[src/rtl/arq_tx_pkg.sv]
`timescale 1ns/1ps
package arq_tx_pkg;

    typedef enum logic [2:0] {
        ST_IDLE,
        ST_TX_SETTLE,
        ST_AIR,
        ST_RX_SETTLE,
        ST_ACK_WAIT,
        ST_BACKOFF
    } arq_state_e;

    typedef struct packed {
        logic tx_ds;
        logic rx_dr;
        logic max_rt;
        logic pop;
    } arq_evt_t;

    localparam int RETRY_W = 4;

    // microseconds to clock cycles, never less than one cycle
    function automatic int us_to_cyc(input int us, input int khz);
        int c;
        c = (us * khz) / 1000;
        return (c < 1) ? 1 : c;
    endfunction

    function automatic int backoff_cyc(input logic [RETRY_W-1:0] slots, input int slot_cyc);
        return (int'(slots) + 1) * slot_cyc;
    endfunction

    function automatic logic [RETRY_W-1:0] setup_delay(input logic [7:0] setup);
        return setup[7:4];
    endfunction

    function automatic logic [RETRY_W-1:0] setup_limit(input logic [7:0] setup);
        return setup[3:0];
    endfunction

endpackage

[src/rtl/arq_cdown.sv]
`timescale 1ns/1ps
module arq_cdown #(
    parameter int W = 8
) (
    input  logic         clk,
    input  logic         rst,
    input  logic         load,
    input  logic [W-1:0] load_val,
    output logic         zero_o
);
    logic [W-1:0] cnt_q;

    always_ff @(posedge clk) begin
        if (rst)              cnt_q <= '0;
        else if (load)        cnt_q <= load_val;
        else if (cnt_q != '0) cnt_q <= cnt_q - 1'b1;
    end

    assign zero_o = (cnt_q == '0);
endmodule

[src/rtl/arq_sat_ctr.sv]
`timescale 1ns/1ps
module arq_sat_ctr #(
    parameter int W = 4
) (
    input  logic         clk,
    input  logic         rst,
    input  logic         inc,
    input  logic         clr,
    output logic [W-1:0] val_o
);
    always_ff @(posedge clk) begin
        if (rst || clr)                         val_o <= '0;
        else if (inc && (val_o != {W{1'b1}}))   val_o <= val_o + 1'b1;
    end
endmodule

[src/rtl/arq_seq_fsm.sv]
`timescale 1ns/1ps
module arq_seq_fsm
    import arq_tx_pkg::*;
#(
    parameter int SETTLE_CYC = 5,
    parameter int AIR_CYC    = 4,
    parameter int WAIT_CYC   = 10,
    parameter int SLOT_CYC   = 10,
    parameter int CNT_W      = 8
) (
    input  logic               clk,
    input  logic               rst,
    input  logic               pwr_up,
    input  logic               ce,
    input  logic               fifo_ne,
    input  logic               no_ack,
    input  logic               ack_rx,
    input  logic               ack_pld,
    input  logic [RETRY_W-1:0] delay_slots,
    input  logic [RETRY_W-1:0] retry_limit,
    input  logic               tmr_zero,
    output logic               tmr_load,
    output logic [CNT_W-1:0]   tmr_val,
    output arq_state_e         state_o,
    output arq_evt_t           evt_o,
    output logic               tx_start_o,
    output logic [RETRY_W-1:0] retry_o,
    output logic               lost_inc_o
);
    arq_state_e         st_q, st_n;
    arq_evt_t           evt_n;
    logic               start_n;
    logic [RETRY_W-1:0] retry_n;

    always_comb begin
        st_n       = st_q;
        tmr_load   = 1'b0;
        tmr_val    = '0;
        evt_n      = '0;
        start_n    = 1'b0;
        retry_n    = retry_o;
        lost_inc_o = 1'b0;
        if (!pwr_up) begin
            st_n = ST_IDLE;
        end else begin
            unique case (st_q)
                ST_IDLE: if (ce && fifo_ne) begin
                    st_n     = ST_TX_SETTLE;
                    tmr_load = 1'b1;
                    tmr_val  = CNT_W'(SETTLE_CYC - 1);
                    retry_n  = '0;
                end
                ST_TX_SETTLE: if (tmr_zero) begin
                    st_n     = ST_AIR;
                    tmr_load = 1'b1;
                    tmr_val  = CNT_W'(AIR_CYC - 1);
                    start_n  = 1'b1;
                end
                ST_AIR: if (tmr_zero) begin
                    if (no_ack) begin
                        st_n        = ST_IDLE;
                        evt_n.tx_ds = 1'b1;
                        evt_n.pop   = 1'b1;
                    end else begin
                        st_n     = ST_RX_SETTLE;
                        tmr_load = 1'b1;
                        tmr_val  = CNT_W'(SETTLE_CYC - 1);
                    end
                end
                ST_RX_SETTLE: if (tmr_zero) begin
                    st_n     = ST_ACK_WAIT;
                    tmr_load = 1'b1;
                    tmr_val  = CNT_W'(WAIT_CYC - 1);
                end
                ST_ACK_WAIT: begin
                    if (ack_rx) begin
                        st_n        = ST_IDLE;
                        evt_n.tx_ds = 1'b1;
                        evt_n.rx_dr = ack_pld;
                        evt_n.pop   = 1'b1;
                    end else if (tmr_zero) begin
                        if (retry_o == retry_limit) begin
                            st_n         = ST_IDLE;
                            evt_n.max_rt = 1'b1;
                            lost_inc_o   = 1'b1;
                        end else begin
                            st_n     = ST_BACKOFF;
                            retry_n  = retry_o + 1'b1;
                            tmr_load = 1'b1;
                            tmr_val  = CNT_W'(backoff_cyc(delay_slots, SLOT_CYC) - 1);
                        end
                    end
                end
                ST_BACKOFF: if (tmr_zero) begin
                    st_n     = ST_TX_SETTLE;
                    tmr_load = 1'b1;
                    tmr_val  = CNT_W'(SETTLE_CYC - 1);
                end
                default: st_n = ST_IDLE;
            endcase
        end
    end

    always_ff @(posedge clk) begin
        if (rst) begin
            st_q       <= ST_IDLE;
            evt_o      <= '0;
            tx_start_o <= 1'b0;
            retry_o    <= '0;
        end else begin
            st_q       <= st_n;
            evt_o      <= evt_n;
            tx_start_o <= start_n;
            retry_o    <= retry_n;
        end
    end

    assign state_o = st_q;
endmodule

[src/rtl/arq_tx_ctrl.sv]
`timescale 1ns/1ps
module arq_tx_ctrl
    import arq_tx_pkg::*;
#(
    parameter int CLK_KHZ     = 200_000,
    parameter int SETTLE_US   = 130,
    parameter int AIR_US      = 100,
    parameter int ACK_WAIT_US = 250,
    parameter int SLOT_US     = 250
) (
    input  logic       clk,
    input  logic       rst,
    input  logic       pwr_up_i,
    input  logic       ce_i,
    input  logic       fifo_ne_i,
    input  logic       no_ack_i,
    input  logic       ack_rx_i,
    input  logic       ack_pld_i,
    input  logic [7:0] retr_setup_i,
    input  logic       clr_lost_i,
    output logic       tx_start_o,
    output logic       rx_en_o,
    output logic       pop_o,
    output logic       tx_ds_o,
    output logic       rx_dr_o,
    output logic       max_rt_o,
    output logic [3:0] retry_cnt_o,
    output logic [3:0] lost_cnt_o
);
    localparam int SETTLE_CYC = us_to_cyc(SETTLE_US, CLK_KHZ);
    localparam int AIR_CYC    = us_to_cyc(AIR_US, CLK_KHZ);
    localparam int WAIT_CYC   = us_to_cyc(ACK_WAIT_US, CLK_KHZ);
    localparam int SLOT_CYC   = us_to_cyc(SLOT_US, CLK_KHZ);
    localparam int BACK_MAX   = (1 << RETRY_W) * SLOT_CYC;
    localparam int MAX_A      = (SETTLE_CYC > AIR_CYC) ? SETTLE_CYC : AIR_CYC;
    localparam int MAX_B      = (WAIT_CYC > BACK_MAX) ? WAIT_CYC : BACK_MAX;
    localparam int MAX_CYC    = (MAX_A > MAX_B) ? MAX_A : MAX_B;
    localparam int CNT_W      = $clog2(MAX_CYC + 1);

    logic             tmr_load, tmr_zero, lost_inc;
    logic [CNT_W-1:0] tmr_val;
    arq_state_e       state;
    arq_evt_t         evt;

    arq_cdown #(.W(CNT_W)) tmr_i (
        .clk(clk), .rst(rst), .load(tmr_load), .load_val(tmr_val), .zero_o(tmr_zero)
    );

    arq_seq_fsm #(
        .SETTLE_CYC(SETTLE_CYC), .AIR_CYC(AIR_CYC), .WAIT_CYC(WAIT_CYC),
        .SLOT_CYC(SLOT_CYC), .CNT_W(CNT_W)
    ) fsm_i (
        .clk(clk), .rst(rst), .pwr_up(pwr_up_i), .ce(ce_i), .fifo_ne(fifo_ne_i),
        .no_ack(no_ack_i), .ack_rx(ack_rx_i), .ack_pld(ack_pld_i),
        .delay_slots(setup_delay(retr_setup_i)), .retry_limit(setup_limit(retr_setup_i)),
        .tmr_zero(tmr_zero), .tmr_load(tmr_load), .tmr_val(tmr_val),
        .state_o(state), .evt_o(evt), .tx_start_o(tx_start_o),
        .retry_o(retry_cnt_o), .lost_inc_o(lost_inc)
    );

    arq_sat_ctr #(.W(4)) lost_i (
        .clk(clk), .rst(rst), .inc(lost_inc), .clr(clr_lost_i), .val_o(lost_cnt_o)
    );

    assign rx_en_o  = (state == ST_RX_SETTLE) || (state == ST_ACK_WAIT);
    assign pop_o    = evt.pop;
    assign tx_ds_o  = evt.tx_ds;
    assign rx_dr_o  = evt.rx_dr;
    assign max_rt_o = evt.max_rt;
endmodule

[config.mk]
export PLATFORM = sky130hd
export DESIGN_NAME = arq_tx_ctrl
export DESIGN_NICKNAME = d
export VERILOG_FILES = /design/src/rtl/arq_tx_pkg.sv /design/src/rtl/arq_cdown.sv /design/src/rtl/arq_sat_ctr.sv /design/src/rtl/arq_seq_fsm.sv /design/src/rtl/arq_tx_ctrl.sv
export SDC_FILE = /design/constraint.sdc
export NUM_CORES = 1
export LEC_CHECK = 0
export ABC_AREA = 0
export BUFFER_PORTS_ARGS = -buffer_cell sky130_fd_sc_hd__buf_2
export CORE_ASPECT_RATIO = 1.1
export CORE_MARGIN = 1
export CORE_UTILIZATION = 40
export CTS_BUF_LIST = sky130_fd_sc_hd__clkbuf_4
export CTS_CLUSTER_DIAMETER = 150
export DETAILED_ROUTE_END_ITERATION = 8
export PLACE_DENSITY = 0.68
export SYNTH_ARGS = -nofsm -noshare
export SYNTH_HDL_FRONTEND = slang
export SYNTH_SLANG_ARGS = --single-unit
[constraint.sdc]
create_clock -name clk -period 4.7 [get_ports clk]
set_input_delay 0.47 -clock clk [delete_from_list [all_inputs] [get_ports clk]]
set_output_delay 0.47 -clock clk [all_outputs]
set_load 0.02 [all_outputs]
Yosys cells after proc, flatten, opt, wreduce, memory -nomap -nowiden
Cells that the tools add are included.
Storage, ports and cells
  register bits: 36
  output and inout bits: 14
  word-level logic and storage cells: 99
Operators by class
  add/sub/neg operators: 5
  multipliers: 1
  equality and inequality tests: 16
  mux-type cells: 48
  bitwise logic cells: 4
  reductions and logical operators: 16
Operators by type and width (number)
  $mux W20: 7
  $pmux W20 S6: 1
  $mux W15: 4
  $mul A32 B13 Y16 const B: 1
  $mux W3: 8
  $logic_not A20 Y1: 1
  $reduce_bool A20 Y1: 1
  $sub A20 B1 Y20 const B: 1
  $sub A20 B2 Y20 const B: 1
  $pmux W3 S6: 1
  $mux W1: 16
  $mux W16: 1
  $mux W4: 4
  $ne A2 B1 Y1 const B: 6
  $reduce_and A6 Y1: 2
  $reduce_or A3 Y1: 3
  $add A4 B1 Y4 const B: 2
  $pmux W4 S2: 1
  $eq A3 B2 Y1 const B: 2
  $eq A3 B3 Y1 const B: 2
  $add A4 B1 Y5 const B: 1
  $eq A4 B4 Y1: 1
  $mux W2: 2
  $ne A2 B2 Y1 const B: 2
  other kinds (12): 19

Longest topological paths before layout
  word-level depth: 9
  depth in mapped cells: 17
  gate-level depth less buffers: 15

Cells and area by module
Synthesis repeated with hierarchy kept, for this count alone.
Second synthesis, totals
  cell total of the unflattened synthesis: 385
  area total of the unflattened synthesis: 3195.6 µm²
Modules (own cells, without submodules)
  arq_seq_fsm: times used 1, cells each 239, area each 1881.8 µm²
  arq_cdown: times used 1, cells each 122, area each 1081.0 µm²
  arq_sat_ctr: times used 1, cells each 21, area each 210.2 µm²
  arq_tx_ctrl: times used 1, cells each 3, area each 22.5 µm²

Worst setup path after synthesis
Ideal clock, no wire load.
  path kind: input -> register
  start: in retr_setup_i[4]
  end: reg tmr_i.cnt_q[17]
  library setup time: 0.087 ns
  arrival time: 4.307 ns
  required time: 4.613 ns
  slack: 0.306 ns
  stages on the path: 15
  path buffers: 1
  path through: ha_1 clkbuf_1 xor2_1 ha_1 ha_1 ha_1 ha_1 fa_1 or4_1 nor2_1 o21ai_0 a2111oi_2 nand2_1 xnor2_1 o31ai_1
Between the ends
  word-level cells in the longest chain between the ends: 9
Ends and longest elaborated chain
  start: declaration: RTL line arq_tx_ctrl.sv:19  | input logic [7:0] retr_setup_i,
  $add A4 B1 Y5: RTL line arq_tx_pkg.sv:30  | return (int'(slots) + 1) * slot_cyc;
  $mul A32 B13 Y16: RTL line arq_tx_pkg.sv:30
  $sub A20 B2 Y20: RTL line arq_seq_fsm.sv:90  | tmr_val = CNT_W'(backoff_cyc(delay_slots, SLOT_CYC) - 1);
  $mux W20: RTL line arq_seq_fsm.sv:82  | if (retry_o == retry_limit) begin
  $mux W20: RTL line arq_seq_fsm.sv:81  | end else if (tmr_zero) begin
  $mux W20: RTL line arq_seq_fsm.sv:76  | if (ack_rx) begin
  $pmux W20 S6: RTL line arq_seq_fsm.sv:46  | unique case (st_q)
  $mux W20: RTL line arq_seq_fsm.sv:43  | if (!pwr_up) begin
  $mux W20: RTL line arq_cdown.sv:15  | else if (load) cnt_q <= load_val;
  end signal: assignment: RTL line arq_cdown.sv:15
  end signal: assignment: RTL line arq_cdown.sv:16  | else if (cnt_q != '0) cnt_q <= cnt_q - 1'b1;
  end: declaration: RTL line arq_cdown.sv:11  | logic [W-1:0] cnt_q;
Every way passes these cells.
A chain may end at the register's enable or synchronous reset.

Worst setup path after layout
Same ends and word-level chain as after synthesis.

==> metrics.csv <==
metric,value,unit
Yosys warnings,0,
syn avg cell area,8.06,um^2
"CP delay by family, top",adder cells,
Final HPWL DP,6.09,mm
max incr delay on CP,0.54,ns
total wire length,7.82,mm
largest net degree at the start of global routing,22,
Max Buffers Root-to-Sink,2,
Hold Buf Count CTS,0,
Die Wd,87.7,um
Residual DRC,0,
HP Start,clr_lost_i,
Final Instance Area,3550,um^2
busiest layer in global routing,met2,
crit path launch type,input pin,
area post-placement,3490,um^2
Synth top area share,21.7,%
CP startpoint,retr_setup_i[4],
"Distinct cells, synth",65,
met3 Usage GRT,2.40,%
Die H,96.3,um
"Cell Area, Synth",3230,um^2
starting density of the core,41.0,%
Avg WL per Cell,14.5,um
Tmin final,4.30,ns
Detailed Routing Iterations Pass 1,4,
Final period util,91.5,%
initial antenna violation count,0,
CTS H-Tree Depth,2,
cts repair resizes,0,
max frequency,0.232,GHz
CP max-delay cell,or4_1,
status,finished clean,
FP Rows,34,
crit path cell chain,buf_2 -> ha_1 -> xor2_1 -> ha_1 -> ha_1 -> ha_1 -> ha_1 -> fa_1 -> or4_1 -> nor2_1 -> o21ai_0 -> a2111oi_2 -> nand2_1 -> xnor2_1 -> o31ai_1,
async set-reset flop share out of synthesis,0,%
Worst Hold Class,input pin to flop,
vias,2973,
most common cell in the netlist,dfxtp_1,
CTS Sinks,35,
r2r startpoint,tmr_i.cnt_q[0],
ys flop type,dfxtp_1,
Area Overhead vs Synth,9.95,%
I/O pins,31,
GRT Util Overall,19.6,%
Max-Cap Viols,0,
pwr dens,435,nW/um^2
DRT iter0 DRCs,133,
core footprint,7870,um^2
critical path data required time,4.97,ns
Clock Latency Late Sink,0.35,ns
Global Route met1 Usage,22.4,%
Post-Syn Nets,452,
CTS tree,yes,
first-pass GRT wire length,12.9,mm
final hold violation count,0,
GPL Wtd Cong,0.846,
Clock Root Buffer,clkbuf_4,
RSZ-0062 raised after global routing,no,
cell leakage power,1.51,nW
#FFs+latches synth,35,
post-synthesis sequential area ratio,21.7,%
CP Capture Type,flop,
vias in the first global route,2808,
Post-Route Skew,0.00771,ns
Crit path arrival time,4.58,ns
Crit path buffers/inverters,1,
max-slew violations,0,
I/O Buffers,30,
Commonest cells post-synth,"dfxtp_1, nor2_1, ha_1",
number of CTS-inserted buffers,5,
"Reg clk slew, reported paths",0.11,ns
main area contributors after synthesis,"dfxtp_1, ha_1, xnor2_1",
global route overflow,0,
Mapped Cells,401,
critical path type,input pin to flop,
most frequent CP cell,ha_1,
final setup vio count,0,
ant diodes,0,
met2 usage,37.0,%
die area,8440,um^2
nets,480,
Post-synth EDFFs,0,
Worst-Margin Slew,0.847,ns
share of cells above drive strength 1,13.7,%
setup TNS,0,ns
Peak VDD IR,0.160,mV
Avg Vias per Cell,5.53,
top cell type by total area after synthesis,dfxtp_1,
antenna-violating nets left,0,
FILL cells,777,
CP Max Fanout,6,
Slew Limit Headroom,43.5,%
Setup Buffers After CTS,0,
[metrics by stage]
stage / utilization (%) / cells / setup WS, ns / hold WS (ns) / power, W
2_1_floorplan: - / 401 / 0.306 / 0.526 / 0.00118
3_3_place_gp: 44.4 / 530 / 0.120 / 0.544 / 0.00135
3_5_place_dp: 44.4 / 530 / 0.0319 / 0.557 / 0.00137
4_1_cts: 45.1 / 538 / 0.400 / 0.321 / 0.00155
5_1_grt: 45.1 / 538 / 0.0975 / 0.315 / 0.00168
6_report: 45.1 / 538 / 0.397 / 0.326 / 0.00155
[metal layers]
| layer | wire length, um | part of all wire, % |
|---|---|---|
| met1 | 3470 | 44 |
| met2 | 3980 | 51 |
| met3 | 257 | 3.3 |
| met4 | 102 | 1.3 |
| met5 | 0 | 0 |
[logic make-up (layout without fill, tap and decap cells)]
family,count (synthesis),after routing,share of synthesized area (%)
buffers and inverters,37,66,4.49
flip-flops,35,35,21.7
AO/OA/AOI/OAI,96,96,21.3
AND/OR/NAND/NOR,150,150,24.9
multiplexers,6,6,1.86
XOR/XNOR,43,43,11.7
adder cells (fa/ha/maj),34,34,14.1
[path summary, 6_finish.rpt]
| path | to | slack, ns | cells after the start |
|---|---|---|---|
| worst max-delay path | tmr_i.cnt_q[17] | 0.40 | 15 |
| worst min-delay path | lost_i.val_o[3] | 0.33 | 2 |
| worst max register to register | tmr_i.cnt_q[8] | 1.68 | 9 |
| worst min register to register | lost_i.val_o[1] | 0.57 | 2 |
[final cells by class]
cell class | count | area [um^2] | share of cell area [%]
clock inverters | 2 | 12.5 | 0.352
multi-input cells | 329 | 2380 | 67.1
clock buffers | 6 | 45.0 | 1.27
inverters | 23 | 86.3 | 2.43
flip-flops and latches | 35 | 701 | 19.7
well taps | 108 | 135 | 3.80
repair buffers | 35 | 188 | 5.28
[power breakdown]
part	switching, W	total [W]	internal [W]
sequential	0.0000719	0.000439	0.000367
clock	0.000110	0.000173	0.0000635
combinational	0.000527	0.000934	0.000407
total	0.000709	0.00155	0.000837
[cell usage in the layout (no fill, tap or decap), types with 15 or more instances in the layout]
cell     synthesis  final
dfxtp_1         35     35
nor2_1          34     34
ha_1            30     30
buf_2            2     30
nand2_1         29     29
xnor2_1         27     27
nor3_1          24     24
inv_1           23     23
a21oi_1         23     23
xor2_1          16     16
o21ai_0         15     15
[state kept, by name, indices dropped and copies added, names as in the netlist]
register	count
lost_i.val_o	4
tmr_i.cnt_q	20
fsm_i.retry_o	4
fsm_i.tx_start_o	1
fsm_i.evt_o	3
fsm_i.state_o	3
Note: power is estimated with default switching activity, not from simulation.
